[src/rtl/cmdif_pkg.sv]
`timescale 1ns/1ps
package cmdif_pkg;

    localparam int HDR_BYTES  = 10;
    localparam int LEN_FIRST  = 2;
    localparam int LEN_LAST   = 5;
    localparam int CODE_FIRST = 6;
    localparam int CODE_LAST  = 9;

    localparam int OFF_STS      = 'h18;
    localparam int OFF_BURST_LO = 'h19;
    localparam int OFF_BURST_HI = 'h1A;
    localparam int OFF_FIFO     = 'h24;

    localparam logic [7:0] EMPTY_BYTE  = 8'hFF;
    localparam logic [7:0] RESP_TAG_HI = 8'h00;
    localparam logic [7:0] RESP_TAG_LO = 8'hC4;

    typedef enum logic [2:0] {
        ST_IDLE,
        ST_READY,
        ST_RECV,
        ST_EXEC,
        ST_DONE
    } if_state_e;

    typedef struct packed {
        logic       valid;
        logic       rdy;
        logic       go;
        logic       avail;
        logic       more;
        logic [2:0] rsvd;
    } sts_byte_t;

    // Smaller of two counts, clipped to the 16-bit burst field
    function automatic logic [15:0] burst_of(input logic [31:0] a, input logic [31:0] b);
        return (a < b) ? a[15:0] : b[15:0];
    endfunction

    // Fixed response produced by the executor stub
    function automatic logic [7:0] resp_byte(input logic [31:0] idx,
                                             input logic [31:0] len,
                                             input logic [31:0] code);
        logic [7:0] b;
        case (idx)
            32'd0:   b = RESP_TAG_HI;
            32'd1:   b = RESP_TAG_LO;
            32'd2:   b = len[31:24];
            32'd3:   b = len[23:16];
            32'd4:   b = len[15:8];
            32'd5:   b = len[7:0];
            32'd6:   b = code[31:24];
            32'd7:   b = code[23:16];
            32'd8:   b = code[15:8];
            32'd9:   b = code[7:0];
            default: b = idx[7:0] * 8'd3 + 8'h11;
        endcase
        return b;
    endfunction

endpackage

[src/rtl/cmdif_byte_fifo.sv]
`timescale 1ns/1ps
module cmdif_byte_fifo #(
    parameter int DEPTH = 16,
    parameter int W     = 8,
    localparam int PW   = (DEPTH > 1) ? $clog2(DEPTH) : 1,
    localparam int CW   = $clog2(DEPTH + 1)
) (
    input  logic          clk,
    input  logic          rst,
    input  logic          clr,
    input  logic          push,
    input  logic          pop,
    input  logic [W-1:0]  din,
    output logic [W-1:0]  dout,
    output logic [CW-1:0] count
);

    logic [W-1:0]  mem [DEPTH];
    logic [PW-1:0] wr_ptr;
    logic [PW-1:0] rd_ptr;
    logic          do_push;
    logic          do_pop;

    function automatic logic [PW-1:0] bump(input logic [PW-1:0] p);
        return (p == PW'(DEPTH - 1)) ? '0 : p + PW'(1);
    endfunction

    assign do_push = push && (count < CW'(DEPTH));
    assign do_pop  = pop && (count != '0);

    always_ff @(posedge clk) begin
        if (rst || clr) begin
            wr_ptr <= '0;
            rd_ptr <= '0;
            count  <= '0;
        end else begin
            if (do_push) wr_ptr <= bump(wr_ptr);
            if (do_pop)  rd_ptr <= bump(rd_ptr);
            count <= count + CW'(do_push) - CW'(do_pop);
        end
    end

    always_ff @(posedge clk) begin
        if (do_push) mem[wr_ptr] <= din;
    end

    assign dout = mem[rd_ptr];

endmodule

[src/rtl/cmdif_hdr_track.sv]
`timescale 1ns/1ps
module cmdif_hdr_track
    import cmdif_pkg::*;
(
    input  logic        clk,
    input  logic        rst,
    input  logic        clr,
    input  logic        take,
    input  logic [7:0]  din,
    output logic [31:0] owed
);

    logic [31:0] rcvd;
    logic [31:0] total;
    logic [23:0] len_acc;
    logic [31:0] len_next;
    logic        in_len;

    assign len_next = {len_acc, din};
    assign in_len   = (rcvd >= 32'(LEN_FIRST)) && (rcvd <= 32'(LEN_LAST));

    always_ff @(posedge clk) begin
        if (rst || clr) begin
            rcvd    <= '0;
            total   <= 32'(HDR_BYTES);
            len_acc <= '0;
        end else if (take) begin
            rcvd <= rcvd + 32'd1;
            if (in_len) len_acc <= len_next[23:0];
            if (rcvd == 32'(LEN_LAST))
                total <= (len_next < 32'(HDR_BYTES)) ? 32'(HDR_BYTES) : len_next;
        end
    end

    assign owed = total - rcvd;

endmodule

[src/rtl/cmdif_resp_stub.sv]
`timescale 1ns/1ps
module cmdif_resp_stub
    import cmdif_pkg::*;
#(
    parameter int EXEC_CYCLES = 5,
    parameter int RESP_LEN    = 14,
    localparam int TW         = $clog2(EXEC_CYCLES + 1)
) (
    input  logic       clk,
    input  logic       rst,
    input  logic       clr,
    input  logic       run,
    input  logic       fill_en,
    input  logic       drain,
    input  logic [7:0] drain_byte,
    output logic       done,
    output logic       gen_left,
    output logic       started,
    output logic [7:0] gen_byte
);

    logic [TW-1:0] tmr;
    logic [31:0]   produced;
    logic [3:0]    dcnt;
    logic [31:0]   code;
    logic          in_code;

    // execution delay
    always_ff @(posedge clk) begin
        if (rst || clr || !run) tmr <= '0;
        else if (!done)         tmr <= tmr + TW'(1);
    end
    assign done = run && (tmr == TW'(EXEC_CYCLES - 1));

    // command sink: keeps the code bytes for the echo
    assign in_code = (dcnt >= 4'(CODE_FIRST)) && (dcnt <= 4'(CODE_LAST));
    always_ff @(posedge clk) begin
        if (rst || clr) begin
            dcnt <= '0;
            code <= '0;
        end else if (drain) begin
            if (dcnt != 4'(HDR_BYTES)) dcnt <= dcnt + 4'd1;
            if (in_code) code <= {code[23:0], drain_byte};
        end
    end

    // response generator
    always_ff @(posedge clk) begin
        if (rst || clr || run)        produced <= '0;
        else if (fill_en && gen_left) produced <= produced + 32'd1;
    end

    assign gen_left = produced < 32'(RESP_LEN);
    assign started  = produced != '0;
    assign gen_byte = resp_byte(produced, 32'(RESP_LEN), code);

endmodule

[src/rtl/cmd_fifo_handshake.sv]
`timescale 1ns/1ps
module cmd_fifo_handshake
    import cmdif_pkg::*;
#(
    parameter int ADDR_W      = 12,
    parameter int BUF_DEPTH   = 16,
    parameter int EXEC_CYCLES = 5,
    parameter int RESP_LEN    = 14,
    localparam int CW         = $clog2(BUF_DEPTH + 1)
) (
    input  logic              clk,
    input  logic              rst,
    input  logic              wr_en,
    input  logic              rd_en,
    input  logic [ADDR_W-1:0] addr,
    input  logic [7:0]        wdata,
    output logic [7:0]        rdata
);

    if_state_e   state;
    if_state_e   state_nx;
    logic        sel_sts, sel_blo, sel_bhi, sel_fifo;
    logic        abort, go_req, accept;
    logic        resp_pop, fill_en, resp_push;
    logic [31:0] owed;
    logic [31:0] cmd_free;
    logic [CW-1:0] cmd_cnt;
    logic [CW-1:0] resp_cnt;
    logic [7:0]  cmd_dout, resp_dout, gen_byte;
    logic        cmd_drain;
    logic        exec_done, gen_left, started;
    logic [15:0] burst;
    logic        avail, sts_valid, more;
    sts_byte_t   sts;

    // address decode
    assign sel_sts  = addr == ADDR_W'(OFF_STS);
    assign sel_blo  = addr == ADDR_W'(OFF_BURST_LO);
    assign sel_bhi  = addr == ADDR_W'(OFF_BURST_HI);
    assign sel_fifo = addr == ADDR_W'(OFF_FIFO);

    assign abort  = wr_en && sel_sts && wdata[6];
    assign go_req = wr_en && sel_sts && wdata[5] && !wdata[6];

    assign cmd_free = 32'(BUF_DEPTH) - 32'(cmd_cnt);
    assign accept   = wr_en && sel_fifo && (state == ST_READY || state == ST_RECV)
                      && (owed != '0) && (cmd_free != '0);
    assign cmd_drain = cmd_cnt != '0;

    assign avail     = (state == ST_DONE) && (resp_cnt != '0);
    assign sts_valid = !(state == ST_EXEC || (state == ST_DONE && !started));
    assign more      = (state == ST_RECV) && (owed != '0);

    assign resp_pop  = rd_en && sel_fifo && avail;
    assign fill_en   = (state == ST_DONE) && (resp_cnt < CW'(BUF_DEPTH));
    assign resp_push = fill_en && gen_left;

    // state sequence
    always_comb begin
        state_nx = state;
        if (abort) begin
            state_nx = ST_READY;
        end else begin
            unique case (state)
                ST_IDLE:  state_nx = ST_IDLE;
                ST_READY: if (accept) state_nx = ST_RECV;
                ST_RECV:  if (go_req && owed == '0) state_nx = ST_EXEC;
                ST_EXEC:  if (exec_done) state_nx = ST_DONE;
                ST_DONE:  state_nx = ST_DONE;
                default:  state_nx = ST_IDLE;
            endcase
        end
    end

    always_ff @(posedge clk) begin
        if (rst) state <= ST_IDLE;
        else     state <= state_nx;
    end

    cmdif_hdr_track u_hdr (
        .clk  (clk),
        .rst  (rst),
        .clr  (abort),
        .take (accept),
        .din  (wdata),
        .owed (owed)
    );

    cmdif_byte_fifo #(.DEPTH(BUF_DEPTH), .W(8)) u_cmd_buf (
        .clk   (clk),
        .rst   (rst),
        .clr   (abort),
        .push  (accept),
        .pop   (cmd_drain),
        .din   (wdata),
        .dout  (cmd_dout),
        .count (cmd_cnt)
    );

    cmdif_resp_stub #(.EXEC_CYCLES(EXEC_CYCLES), .RESP_LEN(RESP_LEN)) u_exec (
        .clk        (clk),
        .rst        (rst),
        .clr        (abort),
        .run        (state == ST_EXEC),
        .fill_en    (fill_en),
        .drain      (cmd_drain),
        .drain_byte (cmd_dout),
        .done       (exec_done),
        .gen_left   (gen_left),
        .started    (started),
        .gen_byte   (gen_byte)
    );

    cmdif_byte_fifo #(.DEPTH(BUF_DEPTH), .W(8)) u_resp_buf (
        .clk   (clk),
        .rst   (rst),
        .clr   (abort),
        .push  (resp_push),
        .pop   (resp_pop),
        .din   (gen_byte),
        .dout  (resp_dout),
        .count (resp_cnt)
    );

    // burst count
    always_comb begin
        unique case (state)
            ST_READY, ST_RECV: burst = burst_of(cmd_free, owed);
            ST_DONE:           burst = 16'(resp_cnt);
            default:           burst = '0;
        endcase
    end

    always_comb begin
        sts       = '0;
        sts.valid = sts_valid;
        sts.rdy   = state == ST_READY;
        sts.go    = 1'b0;
        sts.avail = avail;
        sts.more  = more;
    end

    // read mux
    always_comb begin
        rdata = '0;
        if (rd_en) begin
            if (sel_sts)       rdata = sts;
            else if (sel_blo)  rdata = burst[7:0];
            else if (sel_bhi)  rdata = burst[15:8];
            else if (sel_fifo) rdata = avail ? resp_dout : EMPTY_BYTE;
        end
    end

endmodule

[config.mk]
export PLATFORM = sky130hd
export DESIGN_NAME = cmd_fifo_handshake
export DESIGN_NICKNAME = d
export VERILOG_FILES = /design/src/rtl/cmdif_pkg.sv /design/src/rtl/cmdif_byte_fifo.sv /design/src/rtl/cmdif_hdr_track.sv /design/src/rtl/cmdif_resp_stub.sv /design/src/rtl/cmd_fifo_handshake.sv
export SDC_FILE = /design/constraint.sdc
export NUM_CORES = 1
export LEC_CHECK = 0
export ABC_CLOCK_PERIOD_IN_PS = 4500
export BUFFER_PORTS_ARGS = -buffer_cell sky130_fd_sc_hd__buf_4
export CAP_MARGIN = 10
export CORE_ASPECT_RATIO = 1.2
export CORE_MARGIN = 2
export CORE_UTILIZATION = 30
export DETAILED_ROUTE_END_ITERATION = 16
export SYNTH_ARGS = -nofsm -noshare
export SYNTH_HDL_FRONTEND = slang
export SYNTH_SLANG_ARGS = --single-unit
[constraint.sdc]
create_clock -name clk -period 4.5 [get_ports clk]
set_input_delay 0.225 -clock clk [delete_from_list [all_inputs] [get_ports clk]]
set_output_delay 0.225 -clock clk [all_outputs]
set_load 0.03 [all_outputs]
* Yosys cells after proc, flatten, opt, wreduce, memory -nomap -nowiden
Memories as Yosys holds them, arrays and structs flattened. A register that Yosys moved wholly into a read port is not among the register bits. Index checks and enable logic that the tools add are counted.
Operators by class: $mul 1, div/mod/pow operators 0, multiplexer cells 25, add/subtract/negate cells 15, bitwise operators 0, reductions and logical operators 47, shifts and indexed selects 0, eq/ne operators 30, $lt $le $gt $ge 9
Operator list (number):
- 32-bit by 3-bit equality test with 1-bit output (second input constant) | 5
- 32-bit nonzero test | 3
- 32-bit by 1-bit adder with 32-bit output (second input constant) | 2
- 32-bit by 2-bit equality test with 1-bit output (second input constant) | 2
- 32-bit by 4-bit equality test with 1-bit output (second input constant) | 2
- 32-bit logical NOT | 2
- 32-bit by 4-bit less-than comparator with 1-bit output (second input constant) | 2
- 8-bit one-hot mux with 7 select lines | 1
- 8-bit 2-to-1 mux | 6
- 12-bit by 5-bit equality test with 1-bit output (second input constant) | 3
- 32-bit by 1-bit equality test with 1-bit output (second input constant) | 1
- 32-bit by 2-bit >= comparator with 1-bit output (second input constant) | 1
- 32-bit by 3-bit less-or-equal comparator with 1-bit output (second input constant) | 1
- 32-bit less-than comparator | 1
- 32-bit 2-to-1 mux | 1
- 16-bit one-hot mux with 2 select lines | 1
- 32-bit subtractor | 1
- 4-bit 2-to-1 mux | 6
- 1-bit logical AND | 22
- 4-bit by 1-bit adder with 4-bit output (second input constant) | 5
- 4-bit equality test (second input constant) | 4
- 16-bit 2-to-1 mux | 1
- 12-bit by 6-bit equality test with 1-bit output (second input constant) | 1
- 3-bit one-hot mux with 4 select lines | 1
- 26 further kinds | 52
Word-level totals: bits of input ports 24, output and inout port bits 8, memory bits (writable) 256, latch bits 0, bits in read-only memories 0, logic and storage cells 144, bits in registers 188, memories 2
Memory list:
- u_cmd_buf.mem | words 16, width 8, rd ports 1, clocked after memory_dff 1, wr ports 1, line cmdif_byte_fifo.sv:18 | logic [W-1:0] mem [DEPTH];
- u_resp_buf.mem | words 16, width 8, rd ports 1, clocked after memory_dff 1, wr ports 1, line cmdif_byte_fifo.sv:18

* Logic depth before layout (Yosys ltp)
Gate-level depths: netlist of the first run.
depth after elaboration 8, depth in mapped cells 22, mapped depth without buffers 21

* By module
Synthesis of the first run repeated with hierarchy kept, for this count alone.
Unflattened totals: cell total of the unflattened synthesis 1882, area, all modules 21810.9 µm²
Modules (own cells, without submodules):
- cmdif_byte_fifo | area each 5730.5 µm², instances 2, cells an instance 310, sequential area each 4184.0 µm²
- cmdif_hdr_track | area each 5425.2 µm², instances 1, cells an instance 698, sequential area each 1761.7 µm²
- cmdif_resp_stub | area each 3505.9 µm², instances 1, cells an instance 356, sequential area each 1421.4 µm²
- cmd_fifo_handshake | area each 1418.9 µm², instances 1, cells an instance 208, sequential area each 60.1 µm²

* Least setup slack after synthesis of the first run
OpenSTA, ideal clock, no wires.
kind reg-to-output, start point register u_hdr.total[0], end point output rdata[4], path buffers 0, arrival 5.671 ns, stages on the path, launching flop included 20, required time 4.275 ns, setup slack -1.396 ns, path through dfxtp_1 -> inv_1 -> ha_1 -> fa_1 -> nand2b_1 -> a211oi_2 -> o21ai_2 -> a2111oi_4 -> o2111a_1 -> nor3_1 -> or2_2 -> ha_1 -> nand4_1 -> nor2_1 -> nand2_1 -> o21ai_1 -> nand2b_1 -> nor2b_1 -> a211oi_1 -> a2111oi_0
On the way: word-level cells in the longest chain between the ends 8
Ends and longest elaborated chain:
- start: declaration | line cmdif_hdr_track.sv:14 | logic [31:0] total;
- start signal: assignment | line cmdif_hdr_track.sv:25 | total <= 32'(HDR_BYTES);
- start signal: assignment | line cmdif_hdr_track.sv:31 | total <= (len_next < 32'(HDR_BYTES)) ? 32'(HDR_BYTES) : len_next;
- 32-bit subtractor (*) | line cmdif_hdr_track.sv:35 | assign owed = total - rcvd;
- 32-bit less-than comparator | line cmdif_pkg.sv:38 | return (a < b) ? a[15:0] : b[15:0];
- 16-bit 2-to-1 mux (*) | line cmdif_pkg.sv:38
- 16-bit one-hot mux with 2 select lines (*) | line cmd_fifo_handshake.sv:127 | unique case (state)
- 8-bit 2-to-1 mux | line cmd_fifo_handshake.sv:149 | else if (sel_bhi) rdata = burst[15:8];
- 8-bit 2-to-1 mux (*) | line cmd_fifo_handshake.sv:148 | else if (sel_blo) rdata = burst[7:0];
- 8-bit 2-to-1 mux (*) | line cmd_fifo_handshake.sv:147 | if (sel_sts) rdata = sts;
- 8-bit 2-to-1 mux (*) | line cmd_fifo_handshake.sv:146 | if (rd_en) begin
- end: declaration | line cmd_fifo_handshake.sv:17 | output logic [7:0] rdata
Mark *: on every way between the ends. The rest lies on a longest branch, timed or not.

* Worst setup path after layout of the first run
start point register u_hdr.total[0], end point output rdata[3]
On the way: word-level cells in the longest chain between the ends 8, elaborated cells on any way between the ends 10, classes of those cells add/sub (1); order compare (1); mux (6); reduce/logical (2)
Ends and longest elaborated chain (line):
- 32-bit subtractor (*) | cmdif_hdr_track.sv:35
- 32-bit less-than comparator | cmdif_pkg.sv:38
- 16-bit 2-to-1 mux | cmdif_pkg.sv:38
- 16-bit one-hot mux with 2 select lines | cmd_fifo_handshake.sv:127
- 8-bit 2-to-1 mux | cmd_fifo_handshake.sv:149
- 8-bit 2-to-1 mux | cmd_fifo_handshake.sv:148
- 8-bit 2-to-1 mux (*) | cmd_fifo_handshake.sv:147
- 8-bit 2-to-1 mux (*) | cmd_fifo_handshake.sv:146
Marks and branches as above.

==> results.toml, run 1 <==
[outcome]
status = "complete, but fails checks"
violations = "negative setup slack"

[timing]
period_share_pct = 117
rsz0062_at_grt = "true"
drv_slew = 0
finalCriticalPeriod_ns = 5.24
hold_violations = 0
timing_worst_slew_pin_value_ns = 1.19
fin_skew_ns = 0.0251
fmax_mhz = 191
fin_tns_setup_ns = -5.14
finalSetupViolCount = 8
worst_slack_ns = -0.744
maxSlewHeadroom_pct = 20.5

[layout]
area_growth_pct = 23.6
seq_area_um2 = 11500
drive_above_1_share_pct = 23.9
multi_input_area_um2 = 10800
fillers = 7149
final_cell_mix = "nand2_1, buf_4, edfxtp_1, dfxtp_1, ha_1"
final_common_cell = "nand2_1"
fin_nets = 2382

[hold_path]
worstHoldStart = "wdata[2]"
hp-class = "input port to flop"
hold-path-endpoint = "u_cmd_buf.mem[2][2]"
holdPathStages = 1

[clock_tree]
cts_buffers = 45
cts_buffer_depth = 3
clkLatencyLatePin_ns = 0.59
clock-sinks = 448
cts_tree = "built"
cts_root_buf = "clkbuf_16"
cts_max_level = 2
path_clk_slew_ns = 0.06

[critical_path]
crit_required_ns = 4.28
critPathMaxFanout = 6
worstSetupEndpointType = "primary output"
critPathArrivalTime_ns = 5.02
crit_start = "u_hdr.total[0]"
path_class = "flop to primary output"
r2r-end = "u_cmd_buf.count[4]"
rr_startpoint = "u_hdr.total[0]"
reg2reg_depth = 24
start_kind = "flop"
r2r_setup_slack_ns = 0.02

[place]
port_buffers = 31
hpwl_mm = 43.8
place_congestion = 0.899
place_ws_ns = -0.567

[synth]
syn_area_um2 = 22500
async_flop_share_pct = 0
synth.yosys.seq_area_share_pct = 51.4
synth-seq-cells = 448
synthDistinctLibCells = 72
synth-edff-count = 256
ys_warn_count = 0
syn_avg_cell_area_um2 = 11.3
synth-main-ff-cell = "edfxtp_1"
synth_fp_nets = 2134
netlist_instances = 1983

[detailed_routing]
antenna_left = 0
drc = 0
vias_per_cell = 5.03
drt-total-wl_mm = 60.5
avgRoutedWirePerCell_um = 18.5
vias = 16400
initialDrtViolationCount = 1017
firstDrtPassIters = 5

[die]
die_area_um2 = 77000
die_h_um = 304
start_util_pct = 30.4
num_rows = 109
ioPinCount = 32
die_width_um = 254
core_area_um2 = 73900

[global_route]
grt_util_all_layers_pct = 15.5
grt_pass1_vias = 16700
grt_first_pass_wirelength_mm = 94.0
grt.overflow.total = 0
antenna_found_initial = 3
grt_max_degree = 104

[pwr]
p_per_area_nw_per_um2 = 365
worst_ir_drop_vdd_mv = 0.305
p_leak_uw = 0.0102

[job]
drv_cap = 0
==> worst max-delay path by stage <==
stage | to | slack (ns) | cells past startpoint
after floorplan | rdata[0] | 0.02 | 20
after global placement | rdata[3] | -0.55 | 22
after detailed placement | rdata[3] | -0.57 | 22
after CTS | rdata[3] | -0.83 | 21
after global routing | rdata[3] | -0.96 | 22
final | rdata[3] | -0.74 | 22
==> cells in the mapped netlist, types with 32 or more instances <==
| cell type | n | area share (%) |
|---|---|---|
| xnor2_1 | 32 | 1.2 |
| nor2_1 | 100 | 1.7 |
| mux2i_1 | 100 | 4.5 |
| a21oi_1 | 109 | 2.4 |
| inv_1 | 87 | 1.5 |
| edfxtp_1 | 256 | 34 |
| clkbuf_1 | 75 | 1.3 |
| o21ai_0 | 44 | 0.98 |
| nor4_1 | 38 | 1.1 |
| nor3_1 | 48 | 1.1 |
| nand3_1 | 37 | 0.82 |
| dfxtp_1 | 192 | 17 |
| ha_1 | 123 | 6.9 |
| mux4_2 | 80 | 8.0 |
| and3_1 | 41 | 1.1 |
| nand4_1 | 32 | 0.89 |
| nand2_1 | 304 | 5.1 |
==> area by class of cell <==
type                            count  share of cell area (%)
Tap cell                          999                    4.51
Clock inverter                     26                    1.01
Clock buffer                       54                    4.33
Multi-Input combinational cell   1352                    38.8
Antenna cell                        1                 0.00902
Timing Repair Buffer              297                    8.61
Inverter                           87                    1.18
Sequential cell                   448                    41.6
==> critical path: stages (launching register included) <==
cell	delay, ns
dfxtp_2	0.33
inv_2	0.04
ha_4	0.16
fa_2	0.37
nand2b_4	0.17
a211oi_4	0.32
o21ai_2	0.14
a2111oi_4	0.35
o2111a_1	0.27
nor3_1	0.06
or2_4	0.25
ha_4	0.24
a21o_1	0.15
a21oi_1	0.14
o21ai_1	0.10
a21oi_2	0.16
o21ai_4	0.12
buf_6	0.13
mux2_2	0.26
a221o_1	0.34
nand2_2	0.08
a21oi_4	0.08
buf_6	0.16
==> state kept, by name (all words and copies together), names as in the netlist, 5 cells and up, named ones only <==
signal and flops:
u_hdr.rcvd 32, u_cmd_buf.count 5, u_resp_buf.count 5, u_exec.code 32
u_exec.produced 32, u_hdr.total 32, u_resp_buf.mem 128, u_cmd_buf.mem 128
u_hdr.len_acc 24
==> per-layer routing <==
layer  part of all wire [%]  track usage (%)  routed length (µm)
met1                     42             19.3               25500
met2                     51             27.5               30600
met3                    4.3             2.16                2590
met4                    2.9             4.82                1770
met5                  0.038                0                  23
==> power by group <==
| group | total (µW) | internal (µW) | leakage, µW | switching [µW] |
|---|---|---|---|---|
| clock | 3800 | 2160 | 0.000732 | 1640 |
| sequential | 4430 | 4340 | 0.00381 | 90.2 |
| combinational | 1900 | 922 | 0.00565 | 978 |
==> stage by stage <==
| step | power, µW | hold slack [ns] | instances | area (µm²) | utilization (%) |
|---|---|---|---|---|---|
| floorplan | 5760 | 0.324 | 1983 | 22600 | - |
| global placement | 6200 | 0.441 | 3159 | 25600 | 34.6 |
| detailed placement | 6260 | 0.451 | 3159 | 25600 | 34.6 |
| CTS | 10200 | 0.00887 | 3256 | 27400 | 37.1 |
| global route | 10600 | 0.0177 | 3264 | 27700 | 37.5 |
| finish | 10100 | 0.0270 | 3264 | 27700 | 37.5 |
==> cells by family (layout without fill, tap and decap cells) <==
kind of cell | Yosys count | count (layout) | share of synthesized area [%]
AND/OR/NAND/NOR | 698 | 698 | 15.2
flip-flops | 448 | 448 | 51.4
AO/OA/AOI/OAI | 296 | 296 | 8.60
buffers and inverters | 183 | 464 | 3.18
multiplexers | 181 | 181 | 12.5
adder cells (fa/ha/maj) | 127 | 127 | 7.21
XOR/XNOR | 50 | 50 | 1.95
other | 0 | 1 | 0
==> timing repair <==
action | 4_1_cts | 5_1_grt
setup endpoints to repair | 9 | 208
buffers inserted | 15 | 8
hold buffers | 2 | 0
resized for setup | 47 | 48
cloned | 0 | 2
hold endpoints to repair | 17 | 0
pin swaps | 27 | 29
Note: power is estimated with default switching activity, not from simulation.
==> run 2, diff against run 1 <==
--- a/config.mk
+++ b/config.mk
@@ -14,4 +14,5 @@
 export DETAILED_ROUTE_END_ITERATION = 16
 export SYNTH_ARGS = -nofsm -noshare
 export SYNTH_HDL_FRONTEND = slang
+export SYNTH_HIERARCHICAL = 1
 export SYNTH_SLANG_ARGS = --single-unit
==> results.toml, run 2 <==
[outcome]
status = "complete, but fails checks"
violations = "negative setup slack"

[synth]
synth_fp_nets = 2008
async_flop_share_pct = 0
synth.yosys.seq_area_share_pct = 53.2
synthDistinctLibCells = 98
synth_most_common_cell = "edfxtp_1"
ys_warn_count = 6
netlist_instances = 1882
synth.largest_area_cell = "edfxtp_1"
synth-edff-count = 256
synth_top_area_share_pct = 35.2
syn_avg_cell_area_um2 = 11.6
synthTopCellsByCount = "edfxtp_1, dfxtp_1, nor2_1"
syn_area_um2 = 21800
netlist_top_cells_area = "edfxtp_1, dfxtp_1, mux4_2"
synth-main-ff-cell = "edfxtp_1"
synth-seq-cells = 452

[critical_path]
crit_required_ns = 4.28
worstSetupEndpointType = "primary output"
critical-path-max-stage-delay_ns = 0.38
critPathArrivalTime_ns = 5.02
worstPathCellList = "ha_4, nor2b_4, o31a_1, o31a_1, buf_4, o21a_1, nor2_2, xnor2_2, buf_4, nand3_2, o31a_2, a311oi_2, o211ai_1, a311oi_2, buf_6, mux2_4, a221oi_4, a211oi_2, buf_4"
crit_path_top_delay_cell = "a311oi_2"
critPathMaxFanout = 6
path_class = "flop to primary output"
path_common_cell = "buf_4"
start_kind = "flop"

[layout]
final_util_pct = 38.2
reg_top3 = "u_cmd_buf/mem x128, u_resp_buf/mem x128"
multi_input_area_um2 = 10500
fillers = 6876
fin_nets = 2266
n_antenna_cell = 0
final_common_cell = "edfxtp_1"
final_cell_mix = "edfxtp_1, buf_4, dfxtp_1, nor2_1, nand2_1"
seq_area_um2 = 11600
drive_above_1_share_pct = 29.0
area_growth_pct = 26.4

[global_route]
grt_util_all_layers_pct = 14.1
antenna_found_initial = 1
grt_max_degree = 38
met1_usage_pct = 17.0
grt_busiest_layer = "met2"
grt_first_pass_wirelength_mm = 85.2
grt_use_met3_pct = 2.57
grt.overflow.total = 0
grt_pass1_vias = 15900
grt_use_met2_pct = 25.3

[clock_tree]
path_clk_slew_ns = 0.06
cts_tree = "built"
cts_buffer_depth = 3
cts_root_buf = "clkbuf_16"
clock-sinks = 452
cts_max_level = 2
clkLatencyLatePin_ns = 0.58
cts_buffers = 47

[timing]
maxSlewHeadroom_pct = 19.3
fmax_mhz = 191
hold_violations = 0
finalSetupViolCount = 117
period_share_pct = 116
timing_worst_slew_pin_value_ns = 1.21
worst_slack_ns = -0.740
fin_skew_ns = 0.0162
finalCriticalPeriod_ns = 5.24
drv_slew = 0
rsz0062_at_grt = "true"

[detailed_routing]
drc = 0
drt-total-wl_mm = 53.7
firstDrtPassIters = 5
avgRoutedWirePerCell_um = 17.3
vias_per_cell = 4.98
antenna_left = 0
initialDrtViolationCount = 978
vias = 15500

[pwr]
power_uw = 10100
p_per_area_nw_per_um2 = 367
p_leak_uw = 0.0106
worst_ir_drop_vdd_mv = 0.244

[die]
die_area_um2 = 74900
ioPinCount = 32
die_width_um = 250
start_util_pct = 30.2
die_h_um = 299
core_area_um2 = 72200
num_rows = 108

[place]
port_buffers = 31
hpwl_mm = 37.3
place_congestion = 0.884

[hold_path]
hp-class = "input port to flop"

[job]
drv_cap = 0
-- run 2: cell count changes in the layout (fill, tap and decap cells not counted), sizes merged, moves of 28 or more --
cell,previous run,this run
and2,12,40
nand2,304,166
mux2i,100,72
and3,41,9
nor2,100,191
a22oi,4,34
-- run 2: worst paths after layout --
check	startpoint	to	slack, ns	cells past startpoint
max	u_hdr/total[1]	rdata[3]	-0.74	19
min	wdata[0]	u_cmd_buf/mem[0][0]	0.04	1
max reg2reg	u_hdr/total[0]	u_cmd_buf/count[4]	-0.66	28
min reg2reg	u_exec/produced[17]	u_exec/produced[17]	0.46	1
-- run 2: cell type report --
cell class / instances / share of cell area (%)
Clock buffer: 66 / 4.94
Clock inverter: 19 / 0.608
Inverter: 100 / 1.38
Multi-Input combinational cell: 1257 / 37.9
Sequential cell: 452 / 42.2
Tap cell: 935 / 4.24
Timing Repair Buffer: 282 / 8.72
-- run 2: report_power, final --
| part | total, µW | internal (µW) | switching, µW |
|---|---|---|---|
| Clock | 3820 | 2230 | 1590 |
| Combinational | 1720 | 898 | 819 |
| Sequential | 4570 | 4390 | 179 |
-- run 2: layer usage --
| layer | vias up | routed length (µm) |
|---|---|---|
| met2 | 295 | 27000 |
| met5 | - | 8 |
| met4 | 2 | 1800 |
| li1 | 7425 | - |
| met3 | 117 | 2120 |
| met1 | 7644 | 22800 |
-- run 2: per-stage QoR --
| stage | hold slack (ns) | cells | area [µm²] | TNS (ns) | setup WS, ns |
|---|---|---|---|---|---|
| global placement | 0.443 | 2973 | 24500 | -43.90 | -0.516 |
| finish | 0.0375 | 3111 | 27600 | -37.00 | -0.740 |
| global route | 0.0199 | 3111 | 27600 | -75.57 | -1.04 |
| detailed placement | 0.445 | 2973 | 24500 | -56.50 | -0.600 |
| floorplan | 0.294 | 1882 | 21900 | -0.618 | -0.209 |
| CTS | 0.00677 | 3093 | 27000 | -35.61 | -0.763 |
-- run 2: critical path, delay by kind of cell (launching register included) --
| kind | cells | cell delay (ns) |
|---|---|---|
| buf+inv | 4 | 0.66 |
| xor+xnor | 1 | 0.16 |
| simple gates | 3 | 0.32 |
| mux | 1 | 0.31 |
| compound gates | 9 | 2.38 |
| fa+ha+maj | 1 | 0.23 |
| flops | 1 | 0.36 |
-- run 2: what timing repair did --
| item | 4_1_cts | 5_1_grt |
|---|---|---|
| hold buffers | 4 | 0 |
| gates resized for setup | 159 | 76 |
| cloned | 6 | 1 |
| hold endpoints to repair | 7 | 0 |
| setup buffers | 25 | 16 |
| setup endpoints to repair | 193 | 165 |
| pin swaps | 115 | 43 |
-- run 2: logic make-up (layout without fill, tap and decap cells) --
family                   count (synthesis)  after routing  synth area share, %
buffers and inverters                  173            467                 3.32
AO/OA/AOI/OAI                          320            320                 9.74
multiplexers                           141            141                 10.2
XOR/XNOR                                80             80                 3.21
adder cells (fa/ha/maj)                102            102                 5.99
AND/OR/NAND/NOR                        614            614                 14.3
flip-flops                             452            452                 53.2
==> run 3, diff against run 2 <==
--- a/config.mk
+++ b/config.mk
@@ -5,11 +5,10 @@
 export SDC_FILE = /design/constraint.sdc
 export NUM_CORES = 1
 export LEC_CHECK = 0
-export ABC_CLOCK_PERIOD_IN_PS = 4500
+export ABC_CLOCK_PERIOD_IN_PS = 6500
 export BUFFER_PORTS_ARGS = -buffer_cell sky130_fd_sc_hd__buf_4
 export CAP_MARGIN = 10
 export CORE_ASPECT_RATIO = 1.2
-export CORE_MARGIN = 2
 export CORE_UTILIZATION = 30
 export DETAILED_ROUTE_END_ITERATION = 16
 export SYNTH_ARGS = -nofsm -noshare
==> constraint.sdc (replaced) <==
create_clock -name clk -period 6.5 [get_ports clk]
set_input_delay 0.325 -clock clk [delete_from_list [all_inputs] [get_ports clk]]
set_output_delay 0.325 -clock clk [all_outputs]
set_load 0.03 [all_outputs]
==> results.toml, run 3 (synthesis gave the netlist of run 2 again) <==
[outcome]
status = "finished clean"

[clock_tree]
cts_root_buf = "clkbuf_16"
cts_buffer_depth = 3
clkLatencyLatePin_ns = 0.59
cts_tree = "built"
cts_buffers = 44
clock-sinks = 452
path_clk_slew_ns = 0.06
post_cts_buffers = 0
cts_max_level = 2

[hold_path]
hold-path-endpoint = "state[0]"
holdPathStages = 2
hp-class = "input port to flop"
worstHoldStart = "rst"

[pwr]
power.switching_uw = 1710
seq_power_share_pct = 46.2
swShare_pct = 25.3
worst_ir_drop_vdd_mv = 0.191
power_frac_clock_pct = 39.2
intPower_uw = 5060
p_per_area_nw_per_um2 = 275
p_leak_uw = 0.00909
combPwrFrac_pct = 14.7

[layout]
fin_nets = 2043
final_cell_mix = "edfxtp_1, dfxtp_1, nor2_1, nand2_1, a21oi_1"
final_util_pct = 34.5
final_common_cell = "edfxtp_1"
fillers = 7016
area_growth_pct = 13.0
drive_above_1_share_pct = 12.7
reg_top3 = "u_cmd_buf/mem x128, u_resp_buf/mem x128"

[global_route]
grt_util_all_layers_pct = 13.6
antenna_found_initial = 2
grt_max_degree = 59
grt_pass1_vias = 14500
grt_first_pass_wirelength_mm = 79.9
grt.overflow.total = 0

[timing]
timing_worst_slew_pin_value_ns = 1.12
fmax_mhz = 162
drv_slew = 0
maxSlewHeadroom_pct = 25.5
hold_violations = 0
rsz0062_at_grt = "false"
finalCriticalPeriod_ns = 6.18
fin_skew_ns = 0.0205
fin_tns_setup_ns = 0
finalSetupViolCount = 0
period_share_pct = 95.1

[detailed_routing]
route.met3.wl_mm = 2.14
firstDrtPassIters = 5
initialDrtViolationCount = 877
top_layer_used = "met5"
wl_met2_mm = 25.0
vias_per_cell = 5.02
drt-total-wl_mm = 50.2
avgRoutedWirePerCell_um = 17.4
antenna_left = 0
met1_length_mm = 21.8
drc = 0
vias = 14500

[job]
drv_cap = 0

[die]
num_rows = 107
die_area_um2 = 73800
core_area_um2 = 71500
die_h_um = 297
start_util_pct = 30.5
ioPinCount = 32
die_width_um = 248

[critical_path]
r2r_setup_slack_ns = 0.61
critPathArrivalTime_ns = 5.86
path_class = "flop to primary output"
reg2reg_depth = 25
worstSetupEndpointType = "primary output"
r2r-end = "u_cmd_buf/count[4]"
critPathMaxFanout = 11
crit_required_ns = 6.17
rr_startpoint = "u_hdr/rcvd[1]"
start_kind = "flop"

[place]
hpwl_mm = 35.8
port_buffers = 31
place_congestion = 0.883
## run 3: changes by cell type in the layout (fill, tap and decap cells not counted), moves of 11 or more
cell     delta
nor2_1     +14
buf_6      -22
xnor2_1    +11
a21oi_2    -29
a21oi_1    +29
nor2_4     -14
nand2_1    +29
buf_4     -182
nand2_2    -19
## run 3: layout make-up
type                    count  area (µm²)  area share [%]
multi-input cells        1257        9510            38.6
inverters                 100         378            1.53
flip-flops and latches    452       11600            47.1
clock inverters            25         323            1.31
clock buffers              57        1190            4.83
well taps                 926        1160            4.70
repair buffers             62         468            1.90
diodes                      1        2.50          0.0102
## run 3: worst max path at each step
| stage | start | end | slack (ns) | cells past startpoint |
|---|---|---|---|---|
| finish | u_hdr/rcvd[1] | rdata[3] | 0.32 | 19 |
| global route | u_hdr/rcvd[2] | rdata[5] | 0.05 | 19 |
| CTS | u_hdr/rcvd[1] | rdata[5] | 0.47 | 19 |
| detailed placement | u_hdr/rcvd[1] | u_cmd_buf/count[4] | 0.66 | 25 |
| global placement | u_hdr/rcvd[12] | u_cmd_buf/count[4] | 0.77 | 25 |
| floorplan | u_hdr/rcvd[0] | u_cmd_buf/count[4] | 1.58 | 24 |
## run 3: routing by layer
metal  vias up  track usage (%)
li1       6979                -
met1      7101             17.0
met2       302             23.8
met3        70             2.19
met4         4             4.02
met5         -                0
## run 3: through the flow
step / hold slack, ns / area, µm² / power (µW) / cells / setup WS, ns
after detailed placement: 0.452 / 23100 / 4190 / 2792 / 0.656
final: 0.0577 / 24600 / 6770 / 2880 / 0.316
after global placement: 0.444 / 23100 / 4170 / 2792 / 0.766
after global routing: 0.0444 / 24600 / 7050 / 2879 / 0.0506
after CTS: 0.0215 / 24600 / 6860 / 2875 / 0.467
after floorplan: 0.394 / 21800 / 3970 / 1882 / 1.58
## run 3: timing repair
item / in CTS / in global routing
endpoints found under the setup margin: 0 / 0
hold endpoints to repair: 1 / 0
resized for setup: 0 / 0
hold buffers: 1 / 0
## run 3: critical path, stage by stage, from the launching register on
cell,delay [ns]
dfxtp_1,0.46
inv_1,0.14
ha_1,0.31
nor2b_1,0.14
o31a_1,0.28
o31a_1,0.30
nand3_1,0.12
nor3b_1,0.35
o21ai_0,0.18
xor2_1,0.42
nand4_1,0.16
o31a_2,0.37
a311oi_1,0.27
o211ai_1,0.18
a311oi_2,0.23
buf_4,0.24
nand2_1,0.07
o21a_1,0.25
a211oi_1,0.54
buf_4,0.27
## run 3: power groups by stage
stage	combinational [µW]	sequential (µW)	clock, µW
3_5_place_dp	1000	3190	0
3_3_place_gp	981	3190	0
2_1_floorplan	831	3140	0
6_report	994	3130	2650
4_1_cts	1010	3130	2720
5_1_grt	1100	3140	2820
